==> src/rtl/tpx_pkg.sv <==
package tpx_pkg;
  localparam int unsigned TPX_LAYERS  = 3;
  localparam int unsigned TPX_PIX_W   = 4;
  localparam int unsigned TPX_ROW_PIX = 8;
  localparam int unsigned TPX_ATTR_W  = 4;

  // Index width for a row of n pixels (n a power of two).
  function automatic int unsigned tpx_idx_w(input int unsigned n);
    return (n <= 1) ? 1 : $clog2(n);
  endfunction
endpackage

==> src/rtl/tpx_row_store.sv <==
// Capture latch plus holding register for one layer's tile row.
module tpx_row_store #(
  parameter int unsigned ROW_W  = 32,
  parameter int unsigned ATTR_W = 4
) (
  input  logic              clk,
  input  logic              rst,
  input  logic              cap_en,
  input  logic [ROW_W-1:0]  row_in,
  input  logic              hflip_in,
  input  logic [ATTR_W-1:0] attr_in,
  input  logic              xfer,
  output logic [ROW_W-1:0]  hold_row,
  output logic              hold_hflip,
  output logic [ATTR_W-1:0] hold_attr,
  output logic              hold_full
);
  logic [ROW_W-1:0]  cap_row;
  logic              cap_hflip;
  logic [ATTR_W-1:0] cap_attr;
  logic              cap_full;

  always_ff @(posedge clk) begin
    if (rst) begin
      cap_row    <= '0;
      cap_hflip  <= 1'b0;
      cap_attr   <= '0;
      cap_full   <= 1'b0;
      hold_row   <= '0;
      hold_hflip <= 1'b0;
      hold_attr  <= '0;
      hold_full  <= 1'b0;
    end else begin
      if (cap_en) begin
        cap_row   <= row_in;
        cap_hflip <= hflip_in;
        cap_attr  <= attr_in;
        cap_full  <= 1'b1;
      end
      // Transfer takes the latch contents from before this edge.
      if (xfer) begin
        hold_row   <= cap_row;
        hold_hflip <= cap_hflip;
        hold_attr  <= cap_attr;
        hold_full  <= cap_full;
      end
    end
  end
endmodule

==> src/rtl/tpx_pixel_pick.sv <==
// Combinational nibble select with fine scroll and mirroring.
module tpx_pixel_pick #(
  parameter int unsigned PIX_W   = 4,
  parameter int unsigned ROW_PIX = 8,
  parameter int unsigned IDX_W   = 3
) (
  input  logic [PIX_W*ROW_PIX-1:0] row,
  input  logic [IDX_W-1:0]         base,
  input  logic [IDX_W-1:0]         fine,
  input  logic                     mirror,
  output logic [PIX_W-1:0]         code
);
  logic [IDX_W-1:0] sum;
  logic [IDX_W-1:0] idx;

  always_comb begin
    sum  = base + fine;
    idx  = sum ^ {IDX_W{mirror}};
    code = row[idx*PIX_W +: PIX_W];
  end
endmodule

==> src/rtl/tpx_pixel_counter.sv <==
// Pixel position within the current 8-pixel row period.
module tpx_pixel_counter #(
  parameter int unsigned IDX_W = 3
) (
  input  logic             clk,
  input  logic             rst,
  input  logic             step,
  output logic [IDX_W-1:0] cnt,
  output logic             at_last
);
  always_ff @(posedge clk) begin
    if (rst)       cnt <= '0;
    else if (step) cnt <= cnt + 1'b1;
  end

  assign at_last = &cnt;
endmodule

==> src/rtl/tile_pixel_extractor.sv <==
module tile_pixel_extractor
  import tpx_pkg::*;
#(
  parameter int unsigned NUM_LAYERS = TPX_LAYERS,
  parameter int unsigned PIX_W      = TPX_PIX_W,
  parameter int unsigned ROW_PIX    = TPX_ROW_PIX,
  parameter int unsigned ATTR_W     = TPX_ATTR_W,
  localparam int unsigned ROW_W     = PIX_W * ROW_PIX,
  localparam int unsigned IDX_W     = tpx_idx_w(ROW_PIX)
) (
  input  logic                         clk,
  input  logic                         rst,
  input  logic                         pix_en,
  input  logic [ROW_W-1:0]             rom_data,
  input  logic [NUM_LAYERS-1:0]        row_strobe,
  input  logic                         row_hflip,
  input  logic [ATTR_W-1:0]            row_attr,
  input  logic [NUM_LAYERS*IDX_W-1:0]  fine_x,
  input  logic                         flip_screen,
  output logic [NUM_LAYERS*PIX_W-1:0]  pix_code,
  output logic [NUM_LAYERS*ATTR_W-1:0] pix_attr,
  output logic                         pix_valid
);
  logic [IDX_W-1:0]      pix_cnt;
  logic                  last_slot;
  logic                  xfer;
  logic [NUM_LAYERS-1:0] hold_full;
  logic                  valid_q;

  tpx_pixel_counter #(.IDX_W(IDX_W)) u_cnt (
    .clk     (clk),
    .rst     (rst),
    .step    (pix_en),
    .cnt     (pix_cnt),
    .at_last (last_slot)
  );

  assign xfer = pix_en & last_slot;

  for (genvar l = 0; l < NUM_LAYERS; l++) begin : g_layer
    logic [ROW_W-1:0]  h_row;
    logic              h_hflip;
    logic [ATTR_W-1:0] h_attr;
    logic [PIX_W-1:0]  picked;
    logic [PIX_W-1:0]  code_q;
    logic [ATTR_W-1:0] attr_q;

    tpx_row_store #(.ROW_W(ROW_W), .ATTR_W(ATTR_W)) u_store (
      .clk        (clk),
      .rst        (rst),
      .cap_en     (row_strobe[l]),
      .row_in     (rom_data),
      .hflip_in   (row_hflip),
      .attr_in    (row_attr),
      .xfer       (xfer),
      .hold_row   (h_row),
      .hold_hflip (h_hflip),
      .hold_attr  (h_attr),
      .hold_full  (hold_full[l])
    );

    tpx_pixel_pick #(.PIX_W(PIX_W), .ROW_PIX(ROW_PIX), .IDX_W(IDX_W)) u_pick (
      .row    (h_row),
      .base   (pix_cnt),
      .fine   (fine_x[l*IDX_W +: IDX_W]),
      .mirror (flip_screen ^ h_hflip),
      .code   (picked)
    );

    always_ff @(posedge clk) begin
      if (rst) begin
        code_q <= '0;
        attr_q <= '0;
      end else if (pix_en) begin
        code_q <= picked;
        attr_q <= h_attr;
      end
    end

    assign pix_code[l*PIX_W +: PIX_W]   = code_q;
    assign pix_attr[l*ATTR_W +: ATTR_W] = attr_q;
  end

  always_ff @(posedge clk) begin
    if (rst) valid_q <= 1'b0;
    else     valid_q <= pix_en & (&hold_full);
  end

  assign pix_valid = valid_q;
endmodule

==> config.mk <==
export PLATFORM = sky130hd
export DESIGN_NAME = tile_pixel_extractor
export DESIGN_NICKNAME = d
export VERILOG_FILES = /design/src/rtl/tpx_pkg.sv /design/src/rtl/tpx_row_store.sv /design/src/rtl/tpx_pixel_pick.sv /design/src/rtl/tpx_pixel_counter.sv /design/src/rtl/tile_pixel_extractor.sv
export SDC_FILE = /design/constraint.sdc
export NUM_CORES = 1
export LEC_CHECK = 0
export BUFFER_PORTS_ARGS = -buffer_cell sky130_fd_sc_hd__buf_4
export CAP_MARGIN = 20
export CORE_UTILIZATION = 31
export CTS_BUF_LIST = sky130_fd_sc_hd__clkbuf_4 sky130_fd_sc_hd__clkbuf_8
export CTS_CLUSTER_SIZE = 16
export DETAILED_ROUTE_END_ITERATION = 10
export GPL_TIMING_DRIVEN = 0
export PLACE_DENSITY = 0.54
export SLEW_MARGIN = 20
export SYNTH_ARGS = -nofsm -noshare
export SYNTH_HDL_FRONTEND = slang
export SYNTH_SLANG_ARGS = --single-unit
==> constraint.sdc <==
create_clock -name clk -period 3.4 [get_ports clk]
set_clock_uncertainty 0.2 [all_clocks]
set_input_delay 0.85 -clock clk [delete_from_list [all_inputs] [get_ports clk]]
set_output_delay 0.85 -clock clk [all_outputs]
set_load 0.02 [all_outputs]
Yosys cells after proc, flatten, opt, wreduce, memory -nomap -nowiden --
Cells that the tools add are included.
Cells by class: $add $sub $neg 4, shifts and indexed selects 3, bitwise operators 8, reductions and logical operators 2
Operator list (number):
- variable part select 32 x 6 -> 4 bit | 3
- adder 3 bit | 3
- XOR 3 bit | 3
- AND reduction 3 bit | 2
- adder 3 x 1 -> 3 bit, second input constant | 1
- XOR 1 bit | 3
- bitwise AND 1 bit | 2
Storage, ports and cells: flip-flop bits (word level) 256, input port bits 53, output and inout bits 25, word-level logic and storage cells 49

Depth between registers and ports, before layout --
word-level depth 3, depth in mapped cells 9, depth with buffers taken out 8

Hierarchy --
A second synthesis with hierarchy kept.
Unflattened totals: cells, all modules 936, area total of the unflattened synthesis 11123.2 sq um
Modules (own cells, without submodules):
- tpx_row_store | instances 3, cells an instance 244, area each 2705.1 sq um, seq. area each 1521.5 sq um
- tpx_pixel_pick | instances 3, cells an instance 36, area each 648.1 sq um, seq. area each 0.0 sq um
- tile_pixel_extractor | instances 1, cells an instance 85, area each 938.4 sq um, seq. area each 500.5 sq um
- tpx_pixel_counter | instances 1, cells an instance 11, area each 125.1 sq um, seq. area each 60.1 sq um

Worst setup path before layout --
Ideal clock, no wire load.
path kind input to register, start point input fine_x[3], end point register g_layer[1].code_q[0], data arrival time 2813 ps, data required time 3086 ps, path slack 273 ps, stages on the path 8, buffers on the path 1, cells stage by stage ha_1 inv_1 fa_1 clkbuf_1 mux4_2 o221ai_1 a21oi_1 a21o_1
Between the ends: cells in the longest elaborated chain, start to end 3
RTL lines:
- from (decl) | line tile_pixel_extractor.sv:18 | input logic [NUM_LAYERS*IDX_W-1:0] fine_x,
- adder 3 bit | line tpx_pixel_pick.sv:17 | sum = base + fine;
- XOR 3 bit | line tpx_pixel_pick.sv:18 | idx = sum ^ {IDX_W{mirror}};
- variable part select 32 x 6 -> 4 bit | line tpx_pixel_pick.sv:19 | code = row[idx*PIX_W +: PIX_W];
- to (signal assigned) | line tile_pixel_extractor.sv:75 | code_q <= picked;
- to (decl) | line tile_pixel_extractor.sv:45 | logic [PIX_W-1:0] code_q;
No other way between the ends. A chain may end at the register's enable or synchronous reset.

Worst setup path after layout --
start point register u_cnt.cnt[0], end point register g_layer[0].code_q[1]
Between the ends: cells in the longest elaborated chain, start to end 3
RTL lines:
- from (decl) | line tpx_pixel_counter.sv:8 | output logic [IDX_W-1:0] cnt,
- from (signal assigned) | line tpx_pixel_counter.sv:13 | else if (step) cnt <= cnt + 1'b1;
- adder 3 bit | line tpx_pixel_pick.sv:17
- XOR 3 bit | line tpx_pixel_pick.sv:18
- variable part select 32 x 6 -> 4 bit | line tpx_pixel_pick.sv:19
- to (signal assigned) | line tile_pixel_extractor.sv:75
- to (decl) | line tile_pixel_extractor.sv:45
No other way between the ends.

==> impl_results.md <==
* Outcome: complete, no violations
* Die Area at roughly 34,000 sq um
* Final Cell Area at 12,500 sq um
* Minimum clock period at roughly 3100 ps
* Chip height at 185 um
* Commonest non-fill, non-tap cell in the layout: dfxtp_1
* Max Freq at about 0.32 GHz
* Setup crit start kind: flop
* H-Tree Depth at 2
* HPWL Detailed at ~22,000 um
* Design internal power at slightly above 5000 uW
* Compound-cell area share of the yosys netlist at about 8.0%
* Adder-cell area share of the yosys netlist at between 1 and 1.5%
* CP Max Fanout at 10
* Final GP Congestion at 0.835
* Crit-path cells: ha_1, inv_1, fa_1, buf_2, buf_2, mux4_2, mux2i_1, o22ai_1, a21o_1
* Clock power frac at 45.4%
* Hold EP: g_layer[0].u_store.hold_row[26]
* Area growth syn-to-layout at 20.4%
* Vias per Instance at 4.76
* Drt total wl at between 20,000 and 30,000 um
* Slew margin rel. at 36.0%
* Mux contribution to synthesized area at between 20% and 30%
* Critical R2R Capture: g_layer[0].code_q[1]
* Cts bufs inserted at 45
* Simple-gate share of the synthesized area at 13.8%
* Crit end category: flop
* Fin. max-slew vios at 0
* CTS Buffer Depth at 3
* Initial Utilization at 31.6%
* Final hold violations at 0
* Vias at about 7,900
* Post-CTS Setup Repair Bufs at 0
* Dpl cell area at roughly 11,000 sq um
* Root Driver: clkbuf_8
* RSZ-0062 raised after global routing: no
* Initial antenna violation count at 0
* Final setup violating endpoints at 0
* Min-Delay Path Class: flop to flop
* Reg clk slew, reported paths at 70 ps
* Main combinational cell family by area after synthesis: multiplexers
* Synthesized netlist cell count at 1,070
* Number of global-route vias before repair at ~7,700
* Most frequent cells in the layout: dfxtp_1 (255), nand2_1 (233), mux2i_1 (146), nor2_1 (133), a21oi_1 (122)
* Worst Max-Slew Pin Slew at roughly 960 ps
* Number of I/O pins at between 70 and 80
* CTS tree: yes
* Die width at approximately 180 um
* Most used cell, CP: buf_2
* Reg2Reg Depth at 9
* Worst IR drop on VDD at around 280 uV
* WS Path Type: flop to flop
* Slowest cell delay on critical path at 540 ps
* Total number of yosys warnings at 0
* Psw at 1680 uW
* Clock latency on the worst-skew pair at roughly 570 ps
* Final Cycle Share at approximately 90%
* Sw Ratio at 24.5%
* # diodes at 0
* Synthesized area per cell at approximately 9.7 sq um
* Number of port buffers at 73
* Crit path arrival time at about 3300 ps
* Total gr overflow at 0
* First-pass GRT wire length at about 46,000 um
* 1st-iter DRT viols at between 500 and 600
* Routed wire length per instance at roughly 18 um
* Flop2flop setup slack at between 300 and 400 ps
* All-Layer GR Usage at between 10% and 20%
* PD cells at roughly 550 nW/um^2
* Leak pwr at 0.00501 uW
* Hold path startpoint: g_layer[0].u_store.cap_row[26]
* Cell area after synthesis at roughly 10,000 sq um
* Sink Count at between 200 and 300
* Hold WS at between 200 and 250 ps
* Post-Synth XOR/XNOR Area at approximately 1.3%
* Core ar. at about 33,000 sq um
* Filler cells at about 3,400
* Hold Path Depth at 2
* Post-synth cell types at 27
* Setup crit start: u_cnt.cnt[0]
* Register bit total from synthesis at about 260
* Power share of the combinational group at 8.8%
* Seq/Total Area, Yosys at between 40% and 50%
* Req. time, crit path at 3660 ps
* Slowest CP cell: mux4_2
* Max-Cap Viols at 0
* DRT antenna net count at 0
* Pin count of the biggest net entering global routing at 13
* Reg2reg start: u_cnt.cnt[0]
* Seq pwr share at a little under half
* # DRC at 0
* Syn Nets at about 1,100
* Nets at 1,251
* Layout cells sized above 1 at between 15 and 20%
* Drt pass-1 iters at 5
* # rows at 66
layer usage:
layer	routed length, um	vias to the layer above	GRT usage, %
li1	-	3891	-
met1	14400	3803	25.0
met2	13600	176	28.6
met3	1320	44	2.96
met4	684	0	5.42
met5	0	-	0
worst max-delay path, delay by kind of cell (launching register included):
| family | cells | cell delay, ps |
|---|---|---|
| flops | 1 | 500 |
| buf+inv | 3 | 610 |
| compound gates | 2 | 280 |
| fa+ha+maj | 2 | 680 |
| mux | 2 | 710 |
timing repair:
item                       CTS  global route
gates resized for setup      0             3
hold buffers                 0             0
setup endpoints to repair    0             6
Yosys cell counts:
library cell | number | area, sq um
o221ai_1 | 4 | 35.0
nand2b_1 | 4 | 25.0
a222oi_1 | 4 | 40.0
xor2_1 | 2 | 17.5
clkbuf_1 | 51 | 191
mux4_2 | 40 | 901
xnor2_1 | 4 | 35.0
a21o_1 | 12 | 90.1
nor2b_1 | 1 | 6.26
buf_1 | 6 | 22.5
or2_2 | 1 | 6.26
and2_1 | 1 | 6.26
buf_2 | 21 | 105
xnor3_1 | 1 | 22.5
nand2_1 | 233 | 875
xor2_2 | 2 | 32.5
nor2_1 | 133 | 499
a21oi_1 | 122 | 611
mux2i_1 | 146 | 1460
fa_1 | 3 | 60.1
xor2_4 | 1 | 27.5
or2_1 | 1 | 6.26
o22ai_1 | 8 | 50.1
inv_1 | 7 | 26.3
dfxtp_1 | 256 | 5120
and4_1 | 1 | 8.76
ha_1 | 5 | 62.6
stage by stage:
step	std cells	setup WS [ps]	setup TNS (ps)	total power [uW]	utilization (%)
5_1_grt	1663	145	0	7140	38.1
3_5_place_dp	1585	-112	-563	3820	35.0
4_1_cts	1663	35.5	0	6930	38.1
6_report	1663	318	0	6870	38.1
2_1_floorplan	1070	273	0	3600	-
3_3_place_gp	1585	-131	-534	3810	35.0
worst max path at each step:
stage,cells past startpoint,slack (ps),endpoint
after global routing,9,140,g_layer[0].code_q[1]
final,9,320,g_layer[0].code_q[1]
after CTS,9,40,g_layer[1].code_q[3]
after detailed placement,10,-110,g_layer[1].code_q[3]
after global placement,10,-130,g_layer[1].code_q[3]
after floorplan,8,270,g_layer[1].code_q[0]
layout make-up:
cell class                 instances  area (sq um)  share of cell area (%)
buffer                            78           320                    2.57
clock buffer                      72           910                    7.30
clock inverter                     6          93.8                   0.753
inverter                           7          26.3                   0.211
multi-input combinational        729          4880                    39.2
sequential                       256          5130                    41.2
tap                              442           553                    4.44
timing repair buffer              73           548                    4.40
state kept, by name, summed over array words and instances, names as in the netlist, 12 cells and up:
register                   cells
g_layer.attr_q                12
g_layer.u_store.hold_row      96
g_layer.u_store.hold_attr     12
g_layer.code_q                12
g_layer.u_store.cap_attr      12
g_layer.u_store.cap_row       96
cells by family after synthesis:
group / after synthesis
flops: 256
xor+xnor: 10
buf+inv: 85
fa+ha+maj: 8
compound gates: 150
simple gates: 375
mux: 186
power groups by stage:
stage | registers [uW] | clock network [uW] | logic, uW
after global placement | 3210 | 0 | 603
after global routing | 3150 | 3320 | 660
after CTS | 3140 | 3180 | 612
after detailed placement | 3210 | 0 | 610
after floorplan | 3190 | 0 | 404
final | 3140 | 3120 | 606
Note: power is estimated with default switching activity, not from simulation.
